===== src/rtl/uart_cd_pkg.sv =====
package uart_cd_pkg;
  // Role of the bit currently on the line.
  typedef enum logic [1:0] {
    BK_START  = 2'd0,
    BK_DATA   = 2'd1,
    BK_PARITY = 2'd2,
    BK_STOP   = 2'd3
  } bit_kind_e;
endpackage


===== src/rtl/uart_cd_qtimer.sv =====
module uart_cd_qtimer #(
  parameter int QUANTA   = 8,
  parameter int SAMPLE_Q = 4,
  localparam int QW = $clog2(QUANTA)
) (
  input  logic          clk,
  input  logic          rst,
  input  logic          clear,
  input  logic          run,
  input  logic          tick,
  output logic [QW-1:0] q,
  output logic          bit_end,
  output logic          at_sample
);
  localparam logic [QW-1:0] Q_LAST = QW'(QUANTA - 1);
  localparam logic [QW-1:0] Q_SMP  = QW'(SAMPLE_Q);

  always_ff @(posedge clk) begin
    if (rst || clear) begin
      q <= '0;
    end else if (run && tick) begin
      q <= (q == Q_LAST) ? '0 : q + QW'(1);
    end
  end

  assign bit_end   = run && tick && (q == Q_LAST);
  assign at_sample = run && tick && (q == Q_SMP);
endmodule


===== src/rtl/uart_cd_seq.sv =====
module uart_cd_seq
  import uart_cd_pkg::*;
#(
  parameter int DATA_MAX = 8,
  localparam int LEN_W = $clog2(DATA_MAX),
  localparam int IW    = $clog2(DATA_MAX + 5)
) (
  input  logic                clk,
  input  logic                rst,
  input  logic                start,
  input  logic                adv,
  input  logic [DATA_MAX-1:0] data_in,
  input  logic [LEN_W-1:0]    len_in,
  input  logic                par_in,
  input  logic                two_in,
  output logic                level,
  output logic                is_last
);
  logic [DATA_MAX-1:0] masked;
  logic [DATA_MAX-1:0] data_r;
  logic [LEN_W-1:0]    len_r;
  logic                par_r, par_bit_r, two_r;
  logic [IW-1:0]       idx, last_data, last_idx, dsel;
  logic                data_bit;
  bit_kind_e           kind;

  // Only the bits that will actually be sent take part in parity.
  for (genvar gi = 0; gi < DATA_MAX; gi++) begin : g_mask
    assign masked[gi] = data_in[gi] & (LEN_W'(gi) <= len_in);
  end

  always_ff @(posedge clk) begin
    if (rst) begin
      data_r    <= '0;
      len_r     <= '0;
      par_r     <= 1'b0;
      par_bit_r <= 1'b0;
      two_r     <= 1'b0;
      idx       <= '0;
    end else if (start) begin
      data_r    <= masked;
      len_r     <= len_in;
      par_r     <= par_in;
      par_bit_r <= ^masked;
      two_r     <= two_in;
      idx       <= '0;
    end else if (adv) begin
      idx <= idx + IW'(1);
    end
  end

  assign last_data = IW'(len_r) + IW'(1);
  assign last_idx  = IW'(len_r) + IW'(2) + IW'(par_r) + IW'(two_r);
  assign dsel      = idx - IW'(1);

  always_comb begin
    if (idx == '0)                               kind = BK_START;
    else if (idx <= last_data)                   kind = BK_DATA;
    else if (par_r && idx == last_data + IW'(1)) kind = BK_PARITY;
    else                                         kind = BK_STOP;
  end

  always_comb begin
    data_bit = 1'b0;
    for (int i = 0; i < DATA_MAX; i++) begin
      if (dsel == IW'(i)) data_bit = data_r[i];
    end
  end

  always_comb begin
    unique case (kind)
      BK_START:  level = 1'b0;
      BK_DATA:   level = data_bit;
      BK_PARITY: level = par_bit_r;
      default:   level = 1'b1;
    endcase
  end

  assign is_last = (idx == last_idx);
endmodule


===== src/rtl/uart_cd_shaper.sv =====
module uart_cd_shaper #(
  parameter int QUANTA  = 8,
  parameter int PCODE_W = 3,
  localparam int QW = $clog2(QUANTA)
) (
  input  logic               level,
  input  logic [QW-1:0]      q,
  input  logic [PCODE_W-1:0] code,
  output logic               line
);
  logic cut;
  // A zero bit returns high once the quantum count passes the code.
  assign cut  = (code != '0) && (int'(q) > int'(code));
  assign line = level | cut;
endmodule


===== src/rtl/uart_cd_tx.sv =====
module uart_cd_tx #(
  parameter int DATA_MAX = 8,
  parameter int QUANTA   = 8,
  parameter int SAMPLE_Q = 4,
  parameter int PCODE_W  = 3,
  localparam int LEN_W = $clog2(DATA_MAX),
  localparam int QW    = $clog2(QUANTA)
) (
  input  logic                clk,
  input  logic                rst,
  input  logic                tick,
  input  logic                load,
  input  logic [DATA_MAX-1:0] data_in,
  input  logic [LEN_W-1:0]    cfg_len,
  input  logic                cfg_parity,
  input  logic                cfg_two_stop,
  input  logic [PCODE_W-1:0]  cfg_pulse,
  input  logic                cfg_cd_en,
  input  logic                cfg_busy_en,
  input  logic                rxd,
  input  logic                col_clr,
  output logic                txd,
  output logic                busy,
  output logic                col_flag,
  output logic                col_irq,
  output logic                done
);
  logic               active, active_n, accept, abort, finish;
  logic [QW-1:0]      q_cnt;
  logic               bit_end, at_sample, level, is_last, shaped;
  logic [PCODE_W-1:0] code_r;

  assign accept = load && !active && !col_flag;

  uart_cd_qtimer #(.QUANTA(QUANTA), .SAMPLE_Q(SAMPLE_Q)) qtimer_i (
    .clk(clk), .rst(rst), .clear(accept), .run(active), .tick(tick),
    .q(q_cnt), .bit_end(bit_end), .at_sample(at_sample)
  );

  uart_cd_seq #(.DATA_MAX(DATA_MAX)) seq_i (
    .clk(clk), .rst(rst), .start(accept), .adv(bit_end),
    .data_in(data_in), .len_in(cfg_len), .par_in(cfg_parity),
    .two_in(cfg_two_stop), .level(level), .is_last(is_last)
  );

  uart_cd_shaper #(.QUANTA(QUANTA), .PCODE_W(PCODE_W)) shaper_i (
    .level(level), .q(q_cnt), .code(code_r), .line(shaped)
  );

  assign abort  = active && at_sample && cfg_cd_en && (rxd != txd);
  assign finish = bit_end && is_last && !abort;

  always_comb begin
    active_n = active;
    if (accept)               active_n = 1'b1;
    else if (abort || finish) active_n = 1'b0;
  end

  always_ff @(posedge clk) begin
    if (rst) begin
      active   <= 1'b0;
      txd      <= 1'b1;
      busy     <= 1'b0;
      col_flag <= 1'b0;
      col_irq  <= 1'b0;
      done     <= 1'b0;
      code_r   <= '0;
    end else begin
      active  <= active_n;
      txd     <= (active && !abort) ? shaped : 1'b1;
      busy    <= active_n && cfg_busy_en;
      col_irq <= abort;
      done    <= finish;
      if (accept) code_r <= cfg_pulse;
      if (abort)        col_flag <= 1'b1;
      else if (col_clr) col_flag <= 1'b0;
    end
  end
endmodule


===== config.mk =====
export PLATFORM = sky130hd
export DESIGN_NAME = uart_cd_tx
export DESIGN_NICKNAME = d
export VERILOG_FILES = /design/src/rtl/uart_cd_pkg.sv /design/src/rtl/uart_cd_qtimer.sv /design/src/rtl/uart_cd_seq.sv /design/src/rtl/uart_cd_shaper.sv /design/src/rtl/uart_cd_tx.sv
export SDC_FILE = /design/constraint.sdc
export NUM_CORES = 1
export LEC_CHECK = 0
export CAP_MARGIN = 20
export CORE_UTILIZATION = 47
export DETAILED_ROUTE_END_ITERATION = 10
export PLACE_DENSITY_LB_ADDON = 0.2
export SLEW_MARGIN = 30
export SYNTH_ARGS = -nofsm -noshare
export SYNTH_HDL_FRONTEND = slang
export SYNTH_SLANG_ARGS = --single-unit

===== constraint.sdc =====
create_clock -name clk -period 2 [get_ports clk]
set_clock_uncertainty 0.15 [all_clocks]
set_input_delay 0.2 -clock clk [delete_from_list [all_inputs] [get_ports clk]]
set_output_delay 0.2 -clock clk [all_outputs]
set_load 0.05 [all_outputs]

* Word-level counts from Yosys, hierarchy flattened *
Index checks and enable logic that the tools add are counted.
Widths: inputs -> output; s select.

storage, ports and cells
  bits in registers = 30
  input bits = 24
  word-level logic and storage cells = 100
  output and inout port bits = 5

cells by class
  magnitude comparators = 10
  reductions and logical operators = 27
  bitwise operators = 10
  add/subtract/negate cells = 8
  mux-type cells = 17
  equality and inequality tests = 14

operators by type and width
  kind                 number
  $eq 4x3->1 const B   4
  $logic_and 1x1->1    14
  $mux 1               13
  $le 3x3->1 const A   4
  $add 4x1->4          2
  $add 4x1->4 const B  2
  $and 1x1->1          8
  $eq 4x2->1 const B   2
  $eq 4x4->1           2
  $logic_not 4->1      2
  $reduce_xor 8->1     1
  $eq 3x3->1 const B   2
  $le 1x3->1 const A   2
  $le 2x3->1 const A   2
  $add 3x1->4 const B  1
  $add 3x2->4 const B  1
  $eq 4x1->1 const B   1
  $le 4x4->1           1
  $mux 2               2
  $reduce_or 2->1      2
  $sub 4x1->4 const B  1
  $add 3x1->3 const B  1
  $gt 3x3->1           1
  $logic_not 1->1      3
  11 further kinds     12

* Longest topological paths before layout *
  depth in word-level cells = 12
  depth in mapped cells = 9
  depth with buffers taken out = 9

* Hierarchy *
Synthesis repeated with hierarchy kept, for this count alone.

second synthesis, totals
  cells, all modules = 210
  area, all modules = 1914.3 µm²

by module, submodules not included
  module          cells an instance  area each (µm²)  instances  seq. area each (µm²)
  uart_cd_seq     147                1298.7           1          360.3
  uart_cd_tx      31                 339.1            1          180.2
  uart_cd_qtimer  20                 195.2            1          60.1
  uart_cd_shaper  12                 81.3             1          0.0

* Worst setup path after synthesis *
No wires, ideal clock.

  path type = register to register
  start point = register seq_i.two_r
  end point = register busy
  required time = 1.735 ns
  setup time = 0.115 ns
  period minus slack after synthesis = 2.132 ns
  slack = -0.132 ns
  data arrival time = 1.867 ns
  cell stages (with the launch flop) = 9
  path buffers = 0
  cell sequence = dfxtp_1 > fa_1 > inv_1 > ha_1 > xor2_1 > o21ai_0 > a2111oi_1 > o21ai_0 > and2_1

on the way
  word-level cells in the longest chain between the ends = 8

RTL lines
  element                          RTL line           source
  start: declaration               uart_cd_seq.sv:22  logic par_r, par_bit_r, two_r;
  start signal: assignment         uart_cd_seq.sv:45  two_r <= two_in;
  $add 4x1->4                      uart_cd_seq.sv:53  assign last_idx = IW'(len_r) + IW'(2) + IW'(par_r) + IW'(two_r);
  $eq 4x4->1                       uart_cd_seq.sv:79  assign is_last = (idx == last_idx);
  $logic_and 1x1->1 (2 in series)  uart_cd_tx.sv:51   assign finish = bit_end && is_last && !abort;
  $logic_or 1x1->1                 uart_cd_tx.sv:56   else if (abort || finish) active_n = 1'b0;
  $mux 1                           uart_cd_tx.sv:56
  $mux 1                           uart_cd_tx.sv:55   if (accept) active_n = 1'b1;
  $logic_and 1x1->1                uart_cd_tx.sv:71   busy <= active_n && cfg_busy_en;
  end signal: assignment           uart_cd_tx.sv:71
  end: declaration                 uart_cd_tx.sv:23   output logic busy,

Every way passes these cells.
A chain may end at the register's enable or synchronous reset.

* Worst setup path in the final report *
  start point = register seq_i.len_r[0]
  end point = register txd

on the way
  word-level cells in the longest chain between the ends = 10
  elaborated cells on any way between the ends = 13
  those cells by class = add/sub: 2; order compare: 1; eq/ne: 3; mux: 4; bitwise: 1; reduce/logical: 2

RTL lines
  element                             RTL line              source
  start: declaration                  uart_cd_seq.sv:21     logic [LEN_W-1:0] len_r;
  start signal: assignment            uart_cd_seq.sv:42     len_r <= len_in;
  $add 3x1->4 *                       uart_cd_seq.sv:52     assign last_data = IW'(len_r) + IW'(1);
  $add 4x1->4                         uart_cd_seq.sv:59     else if (par_r && idx == last_data + IW'(1)) kind = BK_PARITY;
  $eq 4x4->1                          uart_cd_seq.sv:59
  $logic_and 1x1->1                   uart_cd_seq.sv:59
  $mux 1                              uart_cd_seq.sv:59
  $mux 2 *                            uart_cd_seq.sv:58     else if (idx <= last_data) kind = BK_DATA;
  $mux 2 *                            uart_cd_seq.sv:57     if (idx == '0) kind = BK_START;
  $eq 2x2->1 (tied with other cells)  uart_cd_seq.sv:71     unique case (kind)
  $pmux 1 s3 *                        uart_cd_seq.sv:71
  $or 1x1->1 *                        uart_cd_shaper.sv:14  assign line = level | cut;
  end signal: assignment              uart_cd_tx.sv:70      txd <= (active && !abort) ? shaped : 1'b1;
  end: declaration                    uart_cd_tx.sv:22      output logic txd,

Every way passes the cells marked *; elsewhere a longest branch is shown, timed or not.

==> flow_metrics.py <==
metrics = {
    "outcome": {
        "outcome": "complete, but fails checks",
        "violations": "setup timing",
    },
    "clock_network": {
        "cts_hold_buf": 0,
        "clock_sinks": 30,
        "cts_htree_levels": 2,
        "clk_path_buf_depth": 2,
        "clkLatencyLatePin_ns": 0.34,
        "cts_tree": "done",
        "cts-root-buf": "clkbuf_4",
        "cts_inserted_buffers": 5,
        "clkSlewWorstSetupHoldPaths_ns": 0.10,
    },
    "final_layout": {
        "fillers": 288,
        "multi_input_area_um2": 1092,
        "final_cell_mix": "dfxtp_1, clkdlybuf4s50_1, buf_4",
        "nNetsFinal": 287,
        "area.growth.synth_to_final_pct": 35.52,
        "final_area_um2": 2325,
        "diodes": 0,
        "regArea_um2": 605.6,
        "drive_gt1_share_pct": 20.00,
    },
    "placement": {
        "dpl.hpwl_um": 3103,
        "placed_cell_area_um2": 2166,
        "dp_slack_ns": -0.2501,
        "place_congestion": 0.9148,
        "numPortBuffers": 28,
    },
    "die": {
        "die_h_um": 62.42,
        "coreArea_um2": 3416,
        "die-width_um": 62.42,
        "die_area_um2": 3896,
        "start_util_pct": 50.22,
        "io_pins": 29,
        "rows": 21,
    },
    "yosys": {
        "ys_ff_latch": 30,
        "yosysSeqAreaShare_pct": 35.01,
        "synthCells": 192,
        "synth_nets": 235,
        "synth-main-ff-cell": "dfxtp_1",
        "synth_area_per_cell_um2": 8.934,
        "async_reset_ff_share_pct": 0,
        "yosysWarnings": 0,
        "syn_area_um2": 1715,
        "ys_types": 44,
        "synth_edf_count": 0,
    },
    "min_path": {
        "min_path_type": "in2reg",
    },
    "sta": {
        "slew_headroom_pct": 66.22,
        "timing.setup.tns_ns": -0.5572,
        "fin_ws_ns": -0.1972,
        "worst_pin_slew_ns": 0.5052,
        "finalCriticalPeriod_ns": 2.197,
        "finalSetupViolCount": 4,
        "rsz0062_at_grt": "true",
        "max_freq_mhz": 455.1,
        "drv_slew": 0,
        "hold_viol_final": 0,
        "finalCritPeriodShare_pct": 109.9,
        "whs_ns": 0.2688,
    },
    "global_route": {
        "antenna_found_initial": 0,
        "grt_pass1_vias": 1594,
        "grt_pass1_wl_um": 7017,
        "grt_use_total_pct": 23.06,
        "grt_max_degree": 13,
        "overflow": 0,
    },
    "run": {
        "max_cap_violations": 0,
    },
    "routing": {
        "ant_nets": 0,
        "drtIter0Drc": 57,
        "firstDrtPassIters": 4,
        "wl_per_cell_um": 13.95,
        "num_vias": 1534,
        "routed_wl_um": 4058,
        "vias_per_cell": 5.271,
        "route.detailed.drc": 0,
    },
    "pwr": {
        "ir_worst_vdd_mv": 0.3780,
        "leakage_uw": 0.0009401,
        "finalPower_uw": 1331,
        "power.density_nw_per_um2": 572.7,
    },
    "setup_path": {
        "end_kind": "register",
        "cp.arrival_ns": 2.28,
        "critical_path_class": "reg2reg",
        "crit_chain": "buf_4 > ha_4 > inv_2 > ha_4 > nor2b_4 > o21a_1 > o21a_1 > o21ai_2 > mux2i_1 > o21ai_1",
        "cp_slowest_cell": "dfxtp_4",
        "slowest_delay_ns": 0.37,
        "critPathRequiredTime_ns": 2.09,
        "crit_fanout": 3,
        "crit_path_start_kind": "register",
    },
}
==> registers in the layout, summed over array words and instances (netlist names), 3 cells and up <==
name and cells:
seq_i.idx 4, seq_i.data_r 8, qtimer_i.q 3, code_r 3
seq_i.len_r 3
==> Yosys cell counts, types with 2 or more instances <==
cell type | number | area (um2)
nand2b_1 | 2 | 12.51
o21ai_0 | 15 | 75.07
xnor2_1 | 12 | 105.1
nor2b_1 | 3 | 18.77
nand4_1 | 5 | 31.28
ha_1 | 18 | 225.2
buf_2 | 2 | 10.01
dfxtp_1 | 30 | 600.6
nor3b_1 | 3 | 22.52
a21oi_1 | 8 | 40.04
and2_1 | 2 | 12.51
a22o_1 | 5 | 43.79
inv_1 | 11 | 41.29
mux2i_1 | 2 | 20.02
nor2_1 | 10 | 37.54
xor2_1 | 8 | 70.07
nand3_1 | 2 | 10.01
clkbuf_1 | 3 | 11.26
nand2_1 | 21 | 78.83
nor3_1 | 5 | 25.02
o21a_1 | 2 | 15.01
==> kinds of logic (layout without fill, tap and decap cells) <==
logic type	count (synthesis)	in the layout	synth area share, %
AND/OR/NAND/NOR	59	59	17.00
buffers and inverters	19	72	5.033
AO/OA/AOI/OAI	42	42	16.63
multiplexers	3	3	1.823
flip-flops	30	30	35.01
XOR/XNOR	20	20	10.21
adder cells (fa/ha/maj)	19	19	14.30
==> final timing paths <==
path,start,endpoint,slack [ns],depth (start not counted)
hold / removal,cfg_pulse[1],code_r[1]$_SDFFE_PP0P_,0.27,3
setup / recovery,seq_i.len_r[0]$_SDFFE_PP0P_,txd$_SDFF_PP1_,-0.20,10
hold reg to reg,seq_i.data_r[6]$_SDFFE_PP0P_,seq_i.data_r[6]$_SDFFE_PP0P_,0.30,2
setup reg to reg,seq_i.len_r[0]$_SDFFE_PP0P_,txd$_SDFF_PP1_,-0.20,10
==> what timing repair did <==
action / CTS / global route
endpoints found under the setup margin: 4 / 4
resized for setup: 12 / 5
pin swaps: 6 / 10
setup buffers: 0 / 4
hold endpoints to repair: 0 / 0
==> worst max-delay path, delay by kind of cell (launching register included) <==
kind | cells | cell delay [ns]
buffers and inverters | 2 | 0.18
and+or+nand+nor | 1 | 0.12
adders and majority gates | 2 | 0.49
DFF | 1 | 0.37
muxes | 1 | 0.23
AOI/OAI and AO/OA | 4 | 0.57
==> layer usage <==
metal,track usage (%),up-vias,part of all wire [%]
met2,41.85,43,51
met4,8.140,0,1.6
met1,25.46,710,42
met3,6.387,8,5.7
li1,-,773,-
met5,0,-,0
==> cell type report <==
cell class,count,area share [%]
Inverter,11,1.776
Sequential cell,30,26.05
Clock buffer,7,2.368
Timing Repair Buffer,53,20.13
Clock inverter,1,0.2153
Tap cell,46,2.476
Multi-Input combinational cell,143,46.99
==> metrics by stage <==
stage	utilization, %	cells
4_1_cts	66.70	287
6_report	68.06	291
2_1_floorplan	-	192
5_1_grt	68.06	291
3_3_place_gp	63.41	279
3_5_place_dp	63.41	279
==> power by group <==
part | internal, uW | total (uW) | leakage, uW | switching, uW
Clock | 170 | 390 | 0.0000353 | 220
Combinational | 159 | 290 | 0.000659 | 131
Sequential | 626 | 651 | 0.000246 | 24.9
(Power assumes the default switching activity.)
